[src/rtl/sync_sel_pkg.sv]
package sync_sel_pkg;

    typedef enum logic [1:0] {
        SRC_INT    = 2'd0,
        SRC_TO_EXT = 2'd1,
        SRC_EXT    = 2'd2,
        SRC_TO_INT = 2'd3
    } src_state_e;

    typedef struct packed {
        logic a;
        logic b;
    } gate_pair_t;

    localparam gate_pair_t GATES_OFF = '{a: 1'b0, b: 1'b0};

    // Next phase: from idle start on A, otherwise swap the active phase.
    function automatic gate_pair_t next_phase(input gate_pair_t cur);
        gate_pair_t nxt;
        if (!cur.a && !cur.b) begin
            nxt = '{a: 1'b1, b: 1'b0};
        end else begin
            nxt = '{a: cur.b, b: cur.a};
        end
        return nxt;
    endfunction

endpackage

[src/rtl/ext_rise_det.sv]
module ext_rise_det #(
    parameter int unsigned STAGES = 2
) (
    input  logic clk,
    input  logic rst,
    input  logic async_in,
    output logic rise
);
    // chain[0..STAGES-1] synchronize, chain[STAGES] holds the previous value
    logic [STAGES:0] chain;

    generate
        if (STAGES < 2) begin : g_bad_depth
            initial $error("ext_rise_det needs at least two stages");
        end
    endgenerate

    // Reset to high: a floating-high input then shows no rising edge
    always_ff @(posedge clk) begin
        if (rst) begin
            chain <= '1;
        end else begin
            chain <= {chain[STAGES-1:0], async_in};
        end
    end

    assign rise = chain[STAGES-1] & ~chain[STAGES];

endmodule

[src/rtl/ext_lock_det.sv]
module ext_lock_det #(
    parameter int unsigned TIMEOUT     = 64,
    parameter int unsigned ENTRY_EDGES = 5
) (
    input  logic clk,
    input  logic rst,
    input  logic rise,
    output logic ext_ok,
    output logic ext_lost
);
    localparam int unsigned TW = $clog2(TIMEOUT + 1);
    localparam int unsigned EW = $clog2(ENTRY_EDGES + 1);
    localparam logic [TW-1:0] T_LOAD = TW'(TIMEOUT);
    localparam logic [EW-1:0] E_FULL = EW'(ENTRY_EDGES);

    logic [TW-1:0] gap_tmr;
    logic [EW-1:0] run_cnt;

    always_ff @(posedge clk) begin
        if (rst) begin
            gap_tmr <= '0;
            run_cnt <= '0;
        end else if (rise) begin
            gap_tmr <= T_LOAD;
            if (gap_tmr == '0) begin
                run_cnt <= EW'(1);
            end else if (run_cnt != E_FULL) begin
                run_cnt <= run_cnt + EW'(1);
            end
        end else if (gap_tmr != '0) begin
            gap_tmr <= gap_tmr - TW'(1);
        end else begin
            run_cnt <= '0;
        end
    end

    assign ext_ok   = (run_cnt == E_FULL);
    assign ext_lost = (gap_tmr == '0);

    // qualification can only appear right after a counted edge
    a_r3_ok_after_edge: assert property (@(posedge clk) disable iff (rst)
        $rose(ext_ok) |-> $past(rise));

endmodule

[src/rtl/phase_seq.sv]
module phase_seq
    import sync_sel_pkg::*;
(
    input  logic       clk,
    input  logic       rst,
    input  logic       tick,
    input  logic       ext_rise,
    input  logic       ext_ok,
    input  logic       ext_lost,
    output gate_pair_t gates,
    output src_state_e state
);

    always_ff @(posedge clk) begin
        if (rst) begin
            state <= SRC_INT;
            gates <= GATES_OFF;
        end else begin
            case (state)
                SRC_INT: begin
                    if (tick) begin
                        if (ext_ok) begin
                            state <= SRC_TO_EXT;
                            gates <= GATES_OFF;
                        end else begin
                            gates <= next_phase(gates);
                        end
                    end
                end
                SRC_TO_EXT: state <= SRC_EXT;
                SRC_EXT: begin
                    if (ext_lost && !ext_rise) begin
                        state <= SRC_TO_INT;
                        gates <= GATES_OFF;
                    end else if (ext_rise) begin
                        gates <= next_phase(gates);
                    end
                end
                default: state <= SRC_INT;
            endcase
        end
    end

    // phases never overlap
    a_r7_no_overlap: assert property (@(posedge clk) disable iff (rst)
        $onehot0({gates.a, gates.b}));

    // both phases low whenever the external mode is entered or left
    a_r8_switch_low: assert property (@(posedge clk) disable iff (rst)
        ((state == SRC_EXT) != $past(state == SRC_EXT)) |-> (gates == GATES_OFF));

    // in external mode the phases hold unless an external edge arrived
    a_r4_tick_ignored: assert property (@(posedge clk) disable iff (rst)
        (state == SRC_EXT && $past(state) == SRC_EXT && !$past(ext_rise))
            |-> $stable(gates));

endmodule

[src/rtl/sync_clk_sel.sv]
module sync_clk_sel
    import sync_sel_pkg::*;
#(
    parameter int unsigned SYNC_STAGES = 2,
    parameter int unsigned TIMEOUT     = 64,
    parameter int unsigned ENTRY_EDGES = 5
) (
    input  logic clk,
    input  logic rst,
    input  logic osc_tick,
    input  logic ext_clk,
    input  logic dc_req,
    input  logic ss_req,
    output logic gate_a,
    output logic gate_b,
    output logic sync_mode,
    output logic dc_en,
    output logic ss_en
);
    logic       ext_rise;
    logic       ext_ok;
    logic       ext_lost;
    gate_pair_t gates;
    src_state_e state;

    ext_rise_det #(.STAGES(SYNC_STAGES)) u_rise (
        .clk      (clk),
        .rst      (rst),
        .async_in (ext_clk),
        .rise     (ext_rise)
    );

    ext_lock_det #(.TIMEOUT(TIMEOUT), .ENTRY_EDGES(ENTRY_EDGES)) u_lock (
        .clk      (clk),
        .rst      (rst),
        .rise     (ext_rise),
        .ext_ok   (ext_ok),
        .ext_lost (ext_lost)
    );

    phase_seq u_seq (
        .clk      (clk),
        .rst      (rst),
        .tick     (osc_tick),
        .ext_rise (ext_rise),
        .ext_ok   (ext_ok),
        .ext_lost (ext_lost),
        .gates    (gates),
        .state    (state)
    );

    assign gate_a    = gates.a;
    assign gate_b    = gates.b;
    assign sync_mode = (state == SRC_EXT);
    assign dc_en     = dc_req && (state == SRC_INT);
    assign ss_en     = ss_req && (state == SRC_INT);

    // outputs idle in the cycle after reset
    a_r1_reset_idle: assert property (@(posedge clk)
        $past(rst) |-> (!gate_a && !gate_b && !sync_mode));

    // modulation features off while following the external clock
    a_r9_features_off: assert property (@(posedge clk) disable iff (rst)
        sync_mode |-> (!dc_en && !ss_en));

    // a silent external clock ends sync mode on the next cycle
    a_r5_timeout_exit: assert property (@(posedge clk) disable iff (rst)
        (sync_mode && ext_lost && !ext_rise) |=> !sync_mode);

endmodule

[config.mk]
export PLATFORM = sky130hd
export DESIGN_NAME = sync_clk_sel
export DESIGN_NICKNAME = d
export VERILOG_FILES = /design/src/rtl/sync_sel_pkg.sv /design/src/rtl/ext_rise_det.sv /design/src/rtl/ext_lock_det.sv /design/src/rtl/phase_seq.sv /design/src/rtl/sync_clk_sel.sv
export SDC_FILE = /design/constraint.sdc
export NUM_CORES = 1
export LEC_CHECK = 0
export ABC_CLOCK_PERIOD_IN_PS = 4110
export CAP_MARGIN = 30
export CORE_MARGIN = 1.5
export CORE_UTILIZATION = 60
export CTS_BUF_LIST = sky130_fd_sc_hd__clkbuf_8
export DETAILED_ROUTE_END_ITERATION = 8
export DONT_BUFFER_PORTS = 1
export PLACE_DENSITY_LB_ADDON = 0.2
export SYNTH_ARGS = -nofsm -noshare
export SYNTH_HDL_FRONTEND = slang
export SYNTH_SLANG_ARGS = --single-unit
[constraint.sdc]
create_clock -name clk -period 4.11 [get_ports clk]
set_input_delay 0.411 -clock clk [delete_from_list [all_inputs] [get_ports clk]]
set_output_delay 0.411 -clock clk [all_outputs]
set_load 0.01 [all_outputs]
; After elaboration in Yosys (flattened, before gate mapping)
; Cells that the tools add are included.
[word_totals]
mem_count = 0
inputBits = 6
latch_bits = 0
regBits = 17
mem_bits_rw = 0
romBits = 0
[classes]
n_reduce_logical = 16
multipliers = 0
eq_ne = 10
magnitude_cmp = 0
mux = 16
n_bitwise = 2
addsub = 2
n_div = 0
shifts = 0
[ops]
columns = cell, count
row1 = 2-bit two-way mux, 8
row2 = 7-bit two-way mux, 2
row3 = 3-bit two-way mux, 4
row4 = 7-bit zero test, 1
row5 = 7-bit nonzero test, 1
row6 = 7-bit by 1-bit subtractor with 7-bit output (second input constant), 1
row7 = 3-bit inequality test (second input constant), 2
row8 = 2-bit case mux with 3 select lines, 1
row9 = 3-bit AND reduction, 2
row10 = 1-bit logical AND, 4
row11 = 2-bit by 1-bit inequality test with 1-bit output (second input constant), 2
row12 = 2-bit inequality test (second input constant), 2
row13 = 2-bit case mux with 2 select lines, 1
row14 = 2-bit nonzero test, 2
row15 = 3-bit by 1-bit adder with 3-bit output (second input constant), 1
row16 = 3-bit equality test (second input constant), 1
row17 = 1-bit zero test, 3
row18 = 3-bit by 1-bit inequality test with 1-bit output (second input constant), 1
row19 = 2-bit by 1-bit equality test with 1-bit output (second input constant), 1
row20 = 2-bit equality test (second input constant), 1
row21 = 2-bit zero test, 1
row22 = 2-bit AND reduction, 1
row23 = 2-bit OR reduction, 1
row24 = 1-bit bitwise AND, 1
row25 = 1-bit inverter, 1

; Longest topological paths before layout
[depth]
depth_word = 6
depth_mapped = 7
depth_no_buf = 6

; Cells and area by module
; A second synthesis with hierarchy kept.
[hier_totals]
cells_unflattened = 98
hier_area_um2 = 903.4
[by_module_without_submodules]
columns = mod, instances, area_each_um2, seq_area_each_um2, cells_each
row1 = ext_lock_det, 1, 523.0, 200.2, 59
row2 = phase_seq, 1, 271.5, 80.1, 29
row3 = ext_rise_det, 1, 85.1, 60.1, 7
row4 = sync_clk_sel, 1, 23.8, 0.0, 3

; Least setup slack after synthesis
; No wires, ideal clock.
[synth_timing]
path_type = register to register
from = reg u_lock.gap_tmr[0]
to = reg u_lock.gap_tmr[3]
path_slack_ns = 2.554
arrival_time_ns = 1.490
path_stages_with_launch = 8
setup_time_ns = 0.066
path_buffers = 1
synth_period_minus_slack_ns = 1.556
path_cell_list = dfxtp_1 > inv_1 > ha_1 > and2b_4 > and2_1 > buf_6 > or3_4 > a21oi_2
[synth_between]
elab_chain_cells = 1
word_cells_on_any_way = 2
classes_between = add/sub (1) / reduce/logical (1)
[synth_lines]
columns = element, line_no
row1 = start: declaration, ext_lock_det.sv:16  ; logic [TW-1:0] gap_tmr;
row2 = start signal: assignment, ext_lock_det.sv:31  ; gap_tmr <= gap_tmr - TW'(1);
row3 = 7-bit by 1-bit subtractor with 7-bit output or 7-bit nonzero test (tied branches), "ext_lock_det.sv:31, ext_lock_det.sv:30"
; Several ways; a longest one is shown, not always the timed one.
; A chain may end at the register's enable or synchronous reset.

; Final worst setup path
[layout_timing]
from = reg u_lock.gap_tmr[0]
to = reg u_lock.gap_tmr[2]
; Same word-level chain as after synthesis.

==> key figures <==
Clocking
  • Clock latency on the worst-skew pair: 250 ps
  • Reg clk slew, reported paths: 70 ps
  • CTS Buf Count: 3
  • Clk root buf: clkbuf_8
  • Maximum clock path buffer count: 2
  • CTS Sinks: 17
  • Cts hold-fix bufs: 0
  • Post-CTS setup buffer count: 0
  • CTS tree: yes
  • Cts repair resizes: 0
  • CTS H-Tree Depth: 1

Detailed routing
  • DR vias: 652
  • Routed length per instance: 12.25 um
  • Via density: 5.770
  • Drt pass-1 iters: 4
  • Starting DRT DRC Count: 9
  • ANT nets after route: 0
  • Final WL: 1.384 mm
  • Drc violations: 0

STA
  • Fin crit share: 39.14%
  • Slew Limit Fails: 0
  • Hold WS: 225.7 ps
  • Worst-margin pin slew: 501.1 ps
  • Hold Vio Cnt, Final: 0
  • Clk_skew: 1.901 ps
  • Post-route setup TNS: 0 ps
  • Max_slew headroom: 66.52%
  • Crit path time final: 1609 ps
  • RSZ-0062 raised after global routing: no
  • # setup viols final: 0
  • Fmax achieved: 621.6 MHz

Floorplanning
  • Die area: 1705 sq um
  • Initial Util: 65.95%
  • I/O pins: 11
  • Die Y: 41.29 um
  • Die Span X: 41.29 um
  • Core ar.: 1334 sq um
  • Site row count: 13

Critical path
  • Worst path cell trace: inv_1 -> ha_1 -> and2b_4 -> and2_1 -> or3_4 -> nor2_1
  • Kind of critical path: reg -> reg
  • Startpoint types: register
  • Critical Path Fanout Max: 6
  • Arrival time worst endpoint: 1800 ps
  • CP endpoint kind: register
  • WP data required: 4300 ps
  • Slowest stage cell, crit path: or3_4
  • Worst path max stage delay: 410 ps

Final layout
  • Share of cells above drive strength 1: 13.27%
  • Ant diodes: 0
  • Fin cells: 113
  • Final-stage net count: 112
  • # fillers: 116
  • Area Overhead vs Synth: 5.690%

Yosys
  • Synth Instances: 96
  • Largest family of logic cells by synthesized area: simple AND/OR/NAND/NOR gates
  • YS warnings: 0
  • Mux contribution to synthesized area: 3.414%
  • Number of synthesized flops with an enable pin: 0
  • Post-Synth Adder-Cell Area: 9.957%
  • Yosys reg bits: 17
  • Synth Area in Compound Gates: 14.08%
  • Xor-xnor portion of the synthesized cell area: 3.983%
  • Sequential fraction of the synthesis area: 38.69%
  • Main area contributors after synthesis: dfxtp_1, ha_1, nor2_1, nand2b_1, mux2i_1
  • Synth unique cells: 32
  • Synth Flop Type: dfxtp_1
  • Asr flop ratio synth: 0%
  • Synth Area in Simple Gates: 25.60%
  • Yosys top cell by area: dfxtp_1
  • Synthesized area per cell: 9.162 sq um
  • Post-Syn Area: 879.6 sq um
  • Synth top area share: 38.69%
  • Syn Nets: 109

Pwr
  • Worst vdd ir: 0.0003458 V
  • Leakage power: 0.0003653 uW
  • PwrDens: 652.9 nW/um^2

GRT
  • Initial antenna violation count: 0
  • Largest net degree at the start of global routing: 18
  • Global Route Usage Sum: 18.28%
  • First-pass GRT wire length: 2.014 mm
  • Vias in the first global route: 506
  • Total grt overflow: 0

Flow run
  • Max Cap Viol: 0

Placement
  • PortBufs: 0
  • Cell Count Post-Placement: 109
  • Routability cong.: 0.8197
  • DP Wirelength: 1.056 mm

Min path
  • Worst hold-check path type: in -> reg

Outcome
  • Status: complete, no violations
metrics by stage:
stage / power (uW) / instance area [sq um] / worst slack (ps) / utilization [%]
after floorplan: 466.7 / 879.6 / 2554 / -
after global placement: 480.8 / 883.3 / 2555 / 66.23
after detailed placement: 488.8 / 883.3 / 2512 / 66.23
after CTS: 614.1 / 929.6 / 2498 / 69.70
after global routing: 661.7 / 929.6 / 2385 / 69.70
final: 606.9 / 929.6 / 2501 / 69.70
cell type report:
cell class              instances  area (sq um)  share of cell area (%)
clock buffers                   3         41.29                   4.441
clock inverters                 1         5.005                  0.5384
inverters                       6         22.52                   2.423
multi-input cells              71         501.7                   53.97
flip-flops and latches         17         340.3                   36.61
well taps                      15         18.77                   2.019
state kept, by name, indices dropped and copies added (netlist names):
register        flops
u_lock.gap_tmr      7
u_lock.run_cnt      3
u_rise.chain        3
u_seq.gates         2
u_seq.state         2
critical path, delay by kind of cell (launching register included):
kind          cells  cell delay (ps)
simple gates      4              900
flops             1              350
fa+ha+maj         1              220
buf+inv           1               80
synth_stat cells, drive strengths merged (2+ instances only):
cell,number
and2,4
xnor2,3
nand2,6
nor3,2
mux2i,3
ha,7
nand2b,6
a21oi,5
a2111oi,3
nor2,12
nor2b,2
inv,6
or2,3
dfxtp,17
o21ai,2
o32ai,2
placed cells by master, fill, tap and decap left out, types with 2 or more instances in the layout:
cell type | synthesis | final
a2111oi_0 | 2 | 2
a21oi_1 | 4 | 4
and2_1 | 4 | 4
clkbuf_8 | 0 | 3
dfxtp_1 | 17 | 17
ha_1 | 7 | 7
inv_1 | 6 | 6
mux2i_1 | 3 | 3
nand2_1 | 6 | 6
nand2b_1 | 6 | 6
nor2_1 | 12 | 12
nor2b_1 | 2 | 2
nor3_1 | 2 | 2
o21ai_0 | 2 | 2
or2_2 | 3 | 3
xnor2_1 | 3 | 3
path summary, 6_finish.rpt:
check	from	end	slack [ps]	depth (start not counted)
worst min register to register	u_rise.chain[0]$_SDFF_PP1_	u_rise.chain[1]$_SDFF_PP1_	420	1
worst max-delay path	u_lock.gap_tmr[0]$_SDFFE_PP0P_	u_lock.gap_tmr[2]$_SDFFE_PP0P_	2500	6
worst min-delay path	rst	u_lock.gap_tmr[6]$_SDFFE_PP0P_	230	1
worst max register to register	u_lock.gap_tmr[0]$_SDFFE_PP0P_	u_lock.gap_tmr[2]$_SDFFE_PP0P_	2500	6
report_power, final:
| part | leakage [uW] | internal [uW] | switching (uW) | total [uW] |
|---|---|---|---|---|
| combinational | 0.000200 | 119 | 125 | 244 |
| sequential | 0.000140 | 204 | 36.0 | 240 |
| clock | 0.0000255 | 67.1 | 55.7 | 123 |
per-layer routing:
metal  up-vias  global-route usage, %  routed length (um)
met5         -                      0                   0
met3         2                  5.319                  37
met1       307                  22.30                 666
met2        11                  28.91                 665
li1        332                      -                   -
met4         0                  9.677                  15
cell families (layout without fill, tap and decap cells):
family | count (synthesis) | in the layout
XOR/XNOR | 4 | 4
buffers and inverters | 8 | 10
AO/OA/AOI/OAI | 16 | 16
flip-flops | 17 | 17
AND/OR/NAND/NOR | 41 | 41
adder cells (fa/ha/maj) | 7 | 7
multiplexers | 3 | 3
No activity file was read; power rests on OpenSTA's default activity.
